## src/rtl/cpb_pkg.sv

```systemverilog
package cpb_pkg;
    parameter int ADDR_W     = 32;
    parameter int LEN_W      = 16;
    parameter int BEAT_BYTES = 16;
    parameter int LINE_BYTES = 64;

    localparam int BEAT_LSB = $clog2(BEAT_BYTES);
    localparam int LINE_LSB = $clog2(LINE_BYTES);

    localparam logic [7:0] LINE_AXLEN  = 8'(LINE_BYTES / BEAT_BYTES - 1);
    localparam logic [7:0] CHUNK_AXLEN = 8'd0;
    localparam logic [2:0] AXSIZE      = 3'(BEAT_LSB);
    localparam logic [1:0] BURST_INCR  = 2'b01;

    typedef logic [ADDR_W-1:0] addr_t;
    typedef logic [LEN_W-1:0]  len_t;

    typedef enum logic [1:0] {
        ST_IDLE,
        ST_ISSUE,
        ST_DRAIN
    } state_e;

    typedef struct packed {
        addr_t      addr;
        logic [7:0] axlen;
        len_t       bytes;
        logic       last;
    } burst_t;

    // a full line fits when the cursor sits on a line boundary and enough bytes remain
    function automatic logic fits_line(addr_t a, len_t r);
        return (a[LINE_LSB-1:0] == '0) && (r >= len_t'(LINE_BYTES));
    endfunction
endpackage

```

## src/rtl/cpb_cmd_check.sv

```systemverilog
module cpb_cmd_check
    import cpb_pkg::*;
(
    input  logic [BEAT_LSB-1:0] addr_lo,
    input  len_t                bytes,
    output logic                bad,
    output logic                empty
);
    always_comb begin
        bad   = (addr_lo != '0) || (bytes[BEAT_LSB-1:0] != '0);
        empty = (bytes == '0);
    end
endmodule

```

## src/rtl/cpb_walker.sv

```systemverilog
module cpb_walker
    import cpb_pkg::*;
(
    input  logic   clk,
    input  logic   rst,
    input  logic   load,
    input  addr_t  load_addr,
    input  len_t   load_bytes,
    input  logic   step,
    output burst_t nxt
);
    addr_t cur;
    len_t  rem;
    logic  use_line;

    always_comb begin
        use_line  = fits_line(cur, rem);
        nxt.addr  = cur;
        nxt.axlen = use_line ? LINE_AXLEN : CHUNK_AXLEN;
        nxt.bytes = use_line ? len_t'(LINE_BYTES) : len_t'(BEAT_BYTES);
        nxt.last  = (rem == nxt.bytes);
    end

    always_ff @(posedge clk) begin
        if (rst) begin
            cur <= '0;
            rem <= '0;
        end else if (load) begin
            cur <= load_addr;
            rem <= load_bytes;
        end else if (step) begin
            cur <= cur + addr_t'(nxt.bytes);
            rem <= rem - nxt.bytes;
        end
    end
endmodule

```

## src/rtl/cpb_credit.sv

```systemverilog
module cpb_credit #(
    parameter int MAX_OUT = 4
) (
    input  logic clk,
    input  logic rst,
    input  logic take,
    input  logic give,
    output logic room,
    output logic drained
);
    localparam int CW = $clog2(MAX_OUT + 1);
    logic [CW-1:0] cnt;

    always_ff @(posedge clk) begin
        if (rst) begin
            cnt <= '0;
        end else begin
            unique case ({take, give})
                2'b10:   cnt <= cnt + CW'(1);
                2'b01:   cnt <= cnt - CW'(1);
                default: cnt <= cnt;
            endcase
        end
    end

    always_comb begin
        room    = (cnt < CW'(MAX_OUT));
        drained = (cnt == '0);
    end
endmodule

```

## src/rtl/coh_burst_splitter.sv

```systemverilog
module coh_burst_splitter
    import cpb_pkg::*;
#(
    parameter int MAX_OUTSTANDING = 4
) (
    input  logic              clk,
    input  logic              rst,
    input  logic              cmd_valid,
    output logic              cmd_ready,
    input  logic [ADDR_W-1:0] cmd_addr,
    input  logic [LEN_W-1:0]  cmd_bytes,
    input  logic              cmd_write,
    output logic              ax_valid,
    input  logic              ax_ready,
    output logic [ADDR_W-1:0] ax_addr,
    output logic [7:0]        ax_len,
    output logic [2:0]        ax_size,
    output logic [1:0]        ax_burst,
    output logic              ax_write,
    input  logic              resp_valid,
    input  logic [1:0]        resp_code,
    output logic              done,
    output logic              err
);
    state_e state;
    burst_t nb;
    logic   bad, empty, room, drained;
    logic   cmd_fire, ax_fire, resp_err;
    logic   done_q, err_q, err_seen, wr_q;

    cpb_cmd_check u_check (
        .addr_lo (cmd_addr[BEAT_LSB-1:0]),
        .bytes   (cmd_bytes),
        .bad     (bad),
        .empty   (empty)
    );

    cpb_walker u_walk (
        .clk        (clk),
        .rst        (rst),
        .load       (cmd_fire && !bad && !empty),
        .load_addr  (cmd_addr),
        .load_bytes (cmd_bytes),
        .step       (ax_fire),
        .nxt        (nb)
    );

    cpb_credit #(.MAX_OUT(MAX_OUTSTANDING)) u_credit (
        .clk     (clk),
        .rst     (rst),
        .take    (ax_fire),
        .give    (resp_valid),
        .room    (room),
        .drained (drained)
    );

    always_comb begin
        cmd_ready = (state == ST_IDLE);
        cmd_fire  = cmd_valid && cmd_ready;
        // valid depends only on registered state, so it cannot drop before its handshake
        ax_valid  = (state == ST_ISSUE) && room;
        ax_fire   = ax_valid && ax_ready;
        ax_addr   = nb.addr;
        ax_len    = nb.axlen;
        ax_size   = AXSIZE;
        ax_burst  = BURST_INCR;
        ax_write  = wr_q;
        resp_err  = resp_valid && resp_code[1];
        done      = done_q;
        err       = err_q;
    end

    always_ff @(posedge clk) begin
        if (rst) begin
            state    <= ST_IDLE;
            done_q   <= 1'b0;
            err_q    <= 1'b0;
            err_seen <= 1'b0;
            wr_q     <= 1'b0;
        end else begin
            done_q <= 1'b0;
            err_q  <= 1'b0;
            unique case (state)
                ST_IDLE: begin
                    if (cmd_fire) begin
                        if (bad) begin
                            done_q <= 1'b1;
                            err_q  <= 1'b1;
                        end else if (empty) begin
                            done_q <= 1'b1;
                        end else begin
                            state    <= ST_ISSUE;
                            wr_q     <= cmd_write;
                            err_seen <= 1'b0;
                        end
                    end
                end
                ST_ISSUE: begin
                    if (resp_err) err_seen <= 1'b1;
                    if (ax_fire && nb.last) state <= ST_DRAIN;
                end
                ST_DRAIN: begin
                    if (resp_err) err_seen <= 1'b1;
                    if (drained) begin
                        done_q <= 1'b1;
                        err_q  <= err_seen;
                        state  <= ST_IDLE;
                    end
                end
                default: state <= ST_IDLE;
            endcase
        end
    end
endmodule

```

## config.mk

```make
export PLATFORM = sky130hd
export DESIGN_NAME = coh_burst_splitter
export DESIGN_NICKNAME = d
export VERILOG_FILES = /design/src/rtl/cpb_pkg.sv /design/src/rtl/cpb_cmd_check.sv /design/src/rtl/cpb_walker.sv /design/src/rtl/cpb_credit.sv /design/src/rtl/coh_burst_splitter.sv
export SDC_FILE = /design/constraint.sdc
export NUM_CORES = 1
export LEC_CHECK = 0
export BUFFER_PORTS_ARGS = -buffer_cell sky130_fd_sc_hd__buf_2
export CAP_MARGIN = 20
export CORE_ASPECT_RATIO = 1.5
export CORE_MARGIN = 10
export CORE_UTILIZATION = 51
export DETAILED_ROUTE_END_ITERATION = 7
export HOLD_SLACK_MARGIN = 0.15
export PLACE_DENSITY = 0.87
export SLEW_MARGIN = 20
export SYNTH_ARGS = -nofsm -noshare
export SYNTH_HDL_FRONTEND = slang
export SYNTH_SLANG_ARGS = --single-unit
```

## constraint.sdc

```tcl
create_clock -name clk -period 4.2 [get_ports clk]
set_input_delay 0.21 -clock clk [delete_from_list [all_inputs] [get_ports clk]]
set_output_delay 0.21 -clock clk [all_outputs]
set_load 0.005 [all_outputs]
```

==> key figures, run 1 <==
Status
  – Outcome: complete, no violations

Logic synthesis
  – Sequential share of the synthesized area: 0.363
  – Syn Std Cell Area: ~0.0031 sq mm
  – Netlist cell types: 44
  – Post-synth top flop: dfxtp_1
  – Post-synth top area cell: dfxtp_1
  – Async set-reset flop share out of synthesis: 0
  – Synth top area share: 0.363
  – Flops & latches, synth: 57
  – Largest cells by area after synthesis: dfxtp_1, a211oi_1, xnor2_1
  – Syn_area_per_cell: approximately 8.4 sq um
  – Post-synth EDFFs: 0
  – Synth warn: 0
  – Synthesized instance count: about 380

STA
  – Period Utilization, post-route: 0.834
  – Final Hold Vio Count: 0
  – Worst Max-Slew Pin Slew: between 900 and 1000 ps
  – Fin worst setup slack: roughly 700 ps
  – Endpoints failing setup: 0
  – Setup TNS: 0 ps
  – Fmax: ~290 MHz
  – Post-route minimum period: between 3000 and 4000 ps
  – Slew Viols, Final: 0
  – Max_slew headroom: 0.384
  – Worst Skew: 14.0 ps
  – RSZ-0062 raised after global routing: no

Route
  – Via density: approximately 5.4
  – Initial DRC Count: ~140
  – Via count: about 3000
  – WL per Instance: approximately 16 microns
  – Routed Antenna Nets: 0
  – Pre-Repair DR Iteration Count: 5
  – Final wirelength: about 8600 microns
  – Remaining DRCs: 0

Worst setup path
  – Number of cells on the critical path: 10
  – Crit path max fanout: 8
  – Required @ worst endpoint: roughly 4500 ps
  – Slowest stage delay, CP: between 500 and 600 ps
  – Critical path's top delay family: simple AND/OR/NAND/NOR gates
  – R2R depth: 10
  – CP Class: register to register
  – CP max stage cell: or4_4
  – Worst reg2reg path endpoint: u_walk.cur[27]
  – Startpoint types: register
  – Critical Path End Type: register
  – Start point of the critical path: u_walk.rem[11]
  – Buffers & Inverters on Critical Path: 1
  – FF-to-FF Start: u_walk.rem[11]
  – CP endpoint: u_walk.cur[27]
  – Arr. time, crit path: around 3800 ps
  – Crit-path cells: or4_4 -> or3_1 -> o211ai_1 -> inv_1 -> ha_1 -> a31o_2 -> nand4_1 -> nor4_1 -> xnor2_1 -> a211oi_1
  – Worst reg2reg setup slack: 700 ps

Floorplan
  – Num rows: 35
  – Starting Density: 0.517
  – Die span in x: 84.1 microns
  – Io pins: between 100 and 150
  – Core region area: around 0.0061 sq mm
  – Die height: between 100 and 150 microns
  – Die Footprint: approximately 0.0098 sq mm

Global route
  – Global-route wire length before repair: about 14000 microns
  – Largest net degree at the start of global routing: 50
  – All-Layer GR Usage: 0.174
  – Vias in the first global route: about 3000
  – Total gr overflow: 0
  – Initial antenna violation count: 1

Run
  – Max-Cap Viols: 0

Cells and area
  – Fillers: a little over 500
  – Layout cell share with drive strength beyond 1: 0.252
  – Layout net count: between 500 and 600
  – Layout area overhead: 25.5%

Power and ir drop
  – VDD IR-drop max: approximately 370 uV
  – Switch Pwr: 368 uW
  – Flop pwr share: 0.398
  – Combinational share of power: 0.166
  – Internal Pwr Total: 1060 uW
  – Switching part of the total power: 0.258
  – Static leakage: 0.00165 uW
  – Clock Power Share: 0.436
  – PwrDens: approximately 360 mW/mm^2

Placed design
  – Routability cong.: just over 0.9
  – Pre-CTS worst setup slack: roughly 710 ps
  – Dpl hpwl: roughly 6400 microns
  – IO buf count: 93

Clocking
  – CTS tree: yes
  – # clock sinks: between 50 and 60
  – Clock Tree Buf Depth: 2
  – Clock root buffer: clkbuf_8
  – H-tree level count: 3
  – Num CTS Buffers: 9
  – Worst-path clk slew: around 80 ps
  – Postcts setup bufs: 0
  – Worst-skew pair later-pin latency: around 340 ps

Min path
  – Hold crit path type: primary input to register
-- cell families (layout without fill, tap and decap cells) --
kind of cell               after synthesis  count (layout)  share of synthesized area
buffers and inverters                   48             140                     0.0748
AOI/OAI and AO/OA                       62              62                      0.139
DFF                                     57              57                      0.363
and+or+nand+nor                        155             155                      0.261
xor gates and xnor gates                37              37                      0.103
other                                    2              12                    0.00239
muxes                                    1               1                    0.00318
adders and majority gates               13              13                     0.0541
-- worst reg2reg max path, delay by kind of cell, from the launching register on --
family                     cells  cell delay (ps)
AOI/OAI and AO/OA              3              780
xor gates and xnor gates       1              120
adders and majority gates      1              370
buffers and inverters          1              150
DFF                            1              340
and+or+nand+nor                4             1650
-- timing repair --
item                                    4_1_cts  5_1_grt
endpoints found under the setup margin        0        0
endpoints found under the hold margin        10        2
hold buffers                                 10        2
resized for setup                             0        0
-- worst min-delay path by stage --
stage | from | end | slack (ps) | depth (start not counted)
2_1_floorplan | cmd_write | ax_write | 350 | 2
3_3_place_gp | ax_write | ax_write | 440 | 2
3_5_place_dp | ax_write | ax_write | 450 | 2
4_1_cts | cmd_addr[28] | u_walk.cur[28] | 150 | 3
5_1_grt | cmd_addr[23] | u_walk.cur[23] | 150 | 3
6_report | cmd_addr[23] | u_walk.cur[23] | 160 | 3
-- layer usage --
metal	vias to the layer above	wire length, microns	global-route usage
li1	1500	-	-
met1	1375	3210	0.174
met2	109	4530	0.307
met3	14	639	0.0684
met4	0	200	0.0862
met5	-	0	0
-- power groups by stage --
stage / Sequential, uW / Combinational (uW) / Clock [uW]
after floorplan: 578 / 173 / 0
after global placement: 579 / 216 / 0
after detailed placement: 581 / 226 / 0
after CTS: 569 / 235 / 635
after global routing: 571 / 268 / 663
final: 569 / 237 / 624
-- flip-flops by register name, summed over array words and instances, names as in the netlist --
name and count:
u_walk.cur 32, state 2, done 1, u_walk.rem 16, ax_write 1, err_seen 1, u_credit.cnt 3, err 1
-- synthesized netlist by cell type (2+ instances only) --
| master | number |
|---|---|
| a211oi_1 | 36 |
| and3b_1 | 2 |
| nand4b_1 | 2 |
| clkbuf_1 | 13 |
| nor2_2 | 2 |
| o21ai_0 | 2 |
| and4_1 | 3 |
| conb_1 | 2 |
| a21oi_1 | 11 |
| xor2_1 | 15 |
| and3_1 | 9 |
| inv_1 | 17 |
| nand2_1 | 26 |
| nor2b_1 | 3 |
| nand4_1 | 8 |
| or3_1 | 4 |
| or4_1 | 2 |
| nor2_1 | 49 |
| dfxtp_1 | 57 |
| buf_4 | 13 |
| nor3_1 | 14 |
| nor4_1 | 11 |
| buf_2 | 5 |
| ha_1 | 12 |
| a311oi_1 | 2 |
| or4_4 | 2 |
| xnor2_1 | 22 |
| o211ai_1 | 4 |
| a31oi_1 | 3 |
| nand3_1 | 10 |
-- through the flow --
stage / cell area, sq um / util / instances / total power [uW] / hold slack (ps)
after floorplan: 3180 / - / 384 / 750 / 346
after global placement: 3580 / 0.588 / 522 / 796 / 442
after detailed placement: 3580 / 0.588 / 522 / 807 / 451
after CTS: 3920 / 0.645 / 548 / 1440 / 150
after global routing: 3950 / 0.648 / 551 / 1500 / 146
final: 3950 / 0.648 / 551 / 1430 / 160
-- final cells by class --
type / count / area, sq um / area share
multi-input cells: 279 / 1800 / 0.457
flip-flops and latches: 57 / 1140 / 0.289
repair buffers: 107 / 601 / 0.152
clock buffers: 9 / 124 / 0.0314
clock inverters: 7 / 119 / 0.0301
well taps: 74 / 92.6 / 0.0235
inverters: 17 / 63.8 / 0.0162
diodes: 1 / 2.50 / 0.000634
-- cells in the final DEF (no fill, tap or decap), types with 2 or more instances in the layout --
| cell | Yosys | routed |
|---|---|---|
| nand2_1 | 26 | 26 |
| o21ai_0 | 2 | 2 |
| a21oi_1 | 11 | 11 |
| xor2_1 | 15 | 15 |
| nor2_1 | 49 | 49 |
| inv_1 | 17 | 17 |
| ha_1 | 12 | 12 |
| and4_1 | 3 | 3 |
| nor2b_1 | 3 | 3 |
| nor3_1 | 14 | 14 |
| nand3_1 | 10 | 10 |
| nor4_1 | 11 | 11 |
| nor2_2 | 2 | 2 |
| or4_1 | 2 | 2 |
| bufinv_16 | 0 | 3 |
| xnor2_1 | 22 | 22 |
| conb_1 | 2 | 11 |
| buf_2 | 5 | 93 |
| dfxtp_1 | 57 | 57 |
| a311oi_1 | 2 | 2 |
| nand4b_1 | 2 | 2 |
| or4_4 | 2 | 2 |
| o211ai_1 | 4 | 4 |
| clkbuf_8 | 0 | 9 |
| a31oi_1 | 3 | 3 |
| a211oi_1 | 36 | 36 |
| clkinvlp_4 | 0 | 2 |
| buf_4 | 13 | 2 |
| and3_1 | 9 | 9 |
| dlygate4sd3_1 | 0 | 12 |
| nand4_1 | 8 | 8 |
| and3b_1 | 2 | 2 |
| or3_1 | 4 | 4 |
(Power assumes the default switching activity.)
==> inputs of run 2 (changes only) <==
Clock period 4.2 ns to 3.3 ns, I/O delays scaled along.
==> run 2 against run 1 <==
  * Via count increased by 7.1%
  * Combinational power rose by 62%
  * Register-to-register slack worse by 590 ps
  * Clock skew up 1.2 ps
  * Sequential cell count did not move
  * Cell count increased by 6.7%
  * Design area rose by 9.4%
  * Critical path depth is the same
  * Worst hold slack improved by 17 ps
  * Power is 21% higher
  * Critical path type unchanged
  * Critical endpoint is now u_walk.cur[29]
  * Largest power group is now sequential cells
==> key figures, run 2 (synthesized netlist as in run 1, its figures left out) <==
Cells and area
  – Fin cells: 588 (+6.7%)
  – Top Registers: u_walk.cur x32, u_walk.rem x16, u_credit.cnt x3
  – Commonest non-fill, non-tap cell in the layout: buf_2
  – Reg with most FFs: u_walk.cur
  – Layout area overhead: 37.2%
  – Layout net count: 578 (+7.0%)
  – Layout cell share with drive strength beyond 1: 0.270 (+0.0183)
  – Fillers: 450 (-12%)
  – Antenna Cells: 0 (-1)
  – Max reg flops: 32 (unchanged)
  – Commonest non-fill, non-tap cells in the layout: buf_2, dfxtp_1, nor2_1

STA
  – Period Utilization, post-route: 0.968 (+0.134)
  – Worst Skew: 15.2 ps (+1.21 ps)
  – Worst Max-Slew Pin Slew: 547 ps (-377 ps)
  – RSZ-0062 raised after global routing: yes
  – Fmax: 313 MHz (+9.7%)
  – Max_slew headroom: 0.634 (+0.250)
  – Final Hold Vio Count: 0 (unchanged)
  – Slew Viols, Final: 0 (unchanged)
  – Endpoints failing setup: 0 (unchanged)
  – Post-route minimum period: 3190 ps (-309 ps)

Status
  – Outcome: complete, no violations

Floorplan
  – Die height: 116 microns (unchanged)
  – Core region area: 0.00609 sq mm (unchanged)
  – Starting Density: 0.517 (unchanged)
  – Die span in x: 84.1 microns (unchanged)
  – Die Footprint: 0.00977 sq mm (unchanged)
  – Io pins: 106 (unchanged)
  – Num rows: 35 (unchanged)

Route
  – Routed Antenna Nets: 0 (unchanged)
  – WL per Instance: 15.7 microns (+0.62%)
  – Initial DRC Count: 202 (+40%)
  – Via count: 3212 (+7.1%)
  – Via density: 5.46 (+0.40%)
  – Remaining DRCs: 0 (unchanged)
  – Final wirelength: 9210 microns (+7.4%)
  – Pre-Repair DR Iteration Count: 4 (-1)

Global route
  – Largest net degree at the start of global routing: 56 (+12%)
  – Global-route wire length before repair: 15000 microns (+7.1%)
  – All-Layer GR Usage: 0.185 (+0.0106)
  – Initial antenna violation count: 0 (-1)
  – Vias in the first global route: 3228 (+7.6%)
  – Total gr overflow: 0 (unchanged)

Clocking
  – H-tree level count: 3 (unchanged)
  – CTS tree: yes
  – Clock Tree Buf Depth: 2 (unchanged)
  – Worst-path clk slew: 60 ps (-20 ps)
  – # clock sinks: 57 (unchanged)
  – Worst-skew pair later-pin latency: 340 ps (about the same)
  – Clock root buffer: clkbuf_8
  – Num CTS Buffers: 9 (unchanged)

Min path
  – Min-Delay Path Depth: 3 (unchanged)
  – Hold crit path type: primary input to register
  – Hold path startpoint: cmd_bytes[15]
  – WHS Endpoint: u_walk.rem[15]

Placed design
  – IO buf count: 93 (unchanged)
  – Routability cong.: 0.875 (-3.6%)
  – Dpl hpwl: 6400 microns (-0.62%)
  – Placed instance count: 529 (+1.3%)

Power and ir drop
  – Total power: 1730 uW (+21%)
  – VDD IR-drop max: 402 uV (+9.5%)
  – PwrDens: 401 mW/mm^2 (+11%)
  – Static leakage: 0.00180 uW (+9.0%)

Worst setup path
  – Startpoint types: register
  – Crit path max fanout: 5 (-3)
  – Required @ worst endpoint: 3540 ps (-910 ps)
  – CP Class: register to register
  – FF-to-FF Start: u_walk.rem[11]
  – Worst reg2reg setup slack: 110 ps (-590 ps)
  – Critical Path End Type: register
  – Worst reg2reg path endpoint: u_walk.cur[29]
  – R2R depth: 10 (unchanged)
  – Arr. time, crit path: 3430 ps (-320 ps)

Run
  – Max-Cap Viols: 0 (unchanged)
run 2: repair_timing:
action                                  in CTS  in global routing
pin swaps                                    0                  4
endpoints found under the setup margin       1                 15
hold endpoints to repair                    40                  0
hold buffers                                41                  0
resized for setup                            1                 11
setup buffers                                0                  2
run 2: per-layer routing:
metal	vias up	share of wire	routed length (microns)	GRT usage
met5	-	0	0	0
met4	0	0.034	314	0.0840
met3	22	0.068	627	0.0621
met2	118	0.51	4730	0.329
met1	1493	0.38	3540	0.191
li1	1579	-	-	-
run 2: worst max-delay path by stage:
stage / from / slack, ps / to
after floorplan: u_walk.rem[11] / 110 / u_walk.rem[12]
after global placement: u_walk.rem[11] / 90 / u_walk.rem[12]
after detailed placement: u_walk.rem[11] / -40 / u_walk.rem[12]
after CTS: u_walk.rem[11] / 3 / u_walk.rem[12]
after global routing: u_walk.rem[11] / -90 / u_walk.cur[24]
final: u_walk.rem[11] / 110 / u_walk.cur[29]
run 2: metrics by stage:
step           utilization  cell area (sq um)  worst slack [ps]  hold WS, ps  setup TNS, ps
6_report             0.709               4320               105          178              0
5_1_grt              0.709               4320             -89.5          172           -368
4_1_cts              0.697               4240              3.08          167              0
3_5_place_dp         0.597               3630             -42.5          417          -42.5
3_3_place_gp         0.597               3630              87.0          413              0
2_1_floorplan            -               3180               110          301              0
run 2: layout make-up:
| class | instances | area [sq um] | area share |
|---|---|---|---|
| multi-input combinational | 279 | 1870 | 0.433 |
| sequential | 57 | 1140 | 0.264 |
| timing repair buffer | 145 | 958 | 0.222 |
| clock buffer | 14 | 183 | 0.0423 |
| tap | 74 | 92.6 | 0.0214 |
| inverter | 17 | 63.8 | 0.0148 |
| clock inverter | 2 | 10.0 | 0.00232 |
run 2: where the power goes:
group / total (uW) / internal (uW) / switching [uW]
logic: 384 / 206 / 178
registers: 725 / 707 / 18.3
clock network: 622 / 352 / 270
total: 1730 / 1260 / 466
run 2: critical path, cell delays in order, from the launching register on:
cell and delay [ps]:
dfxtp_1 340, or4_4 550, or3_4 390, o211ai_1 250, inv_2 110, ha_4 300, a31o_2 180, nand4_1 240
nor4_1 400, xnor2_1 100, a211oi_1 230
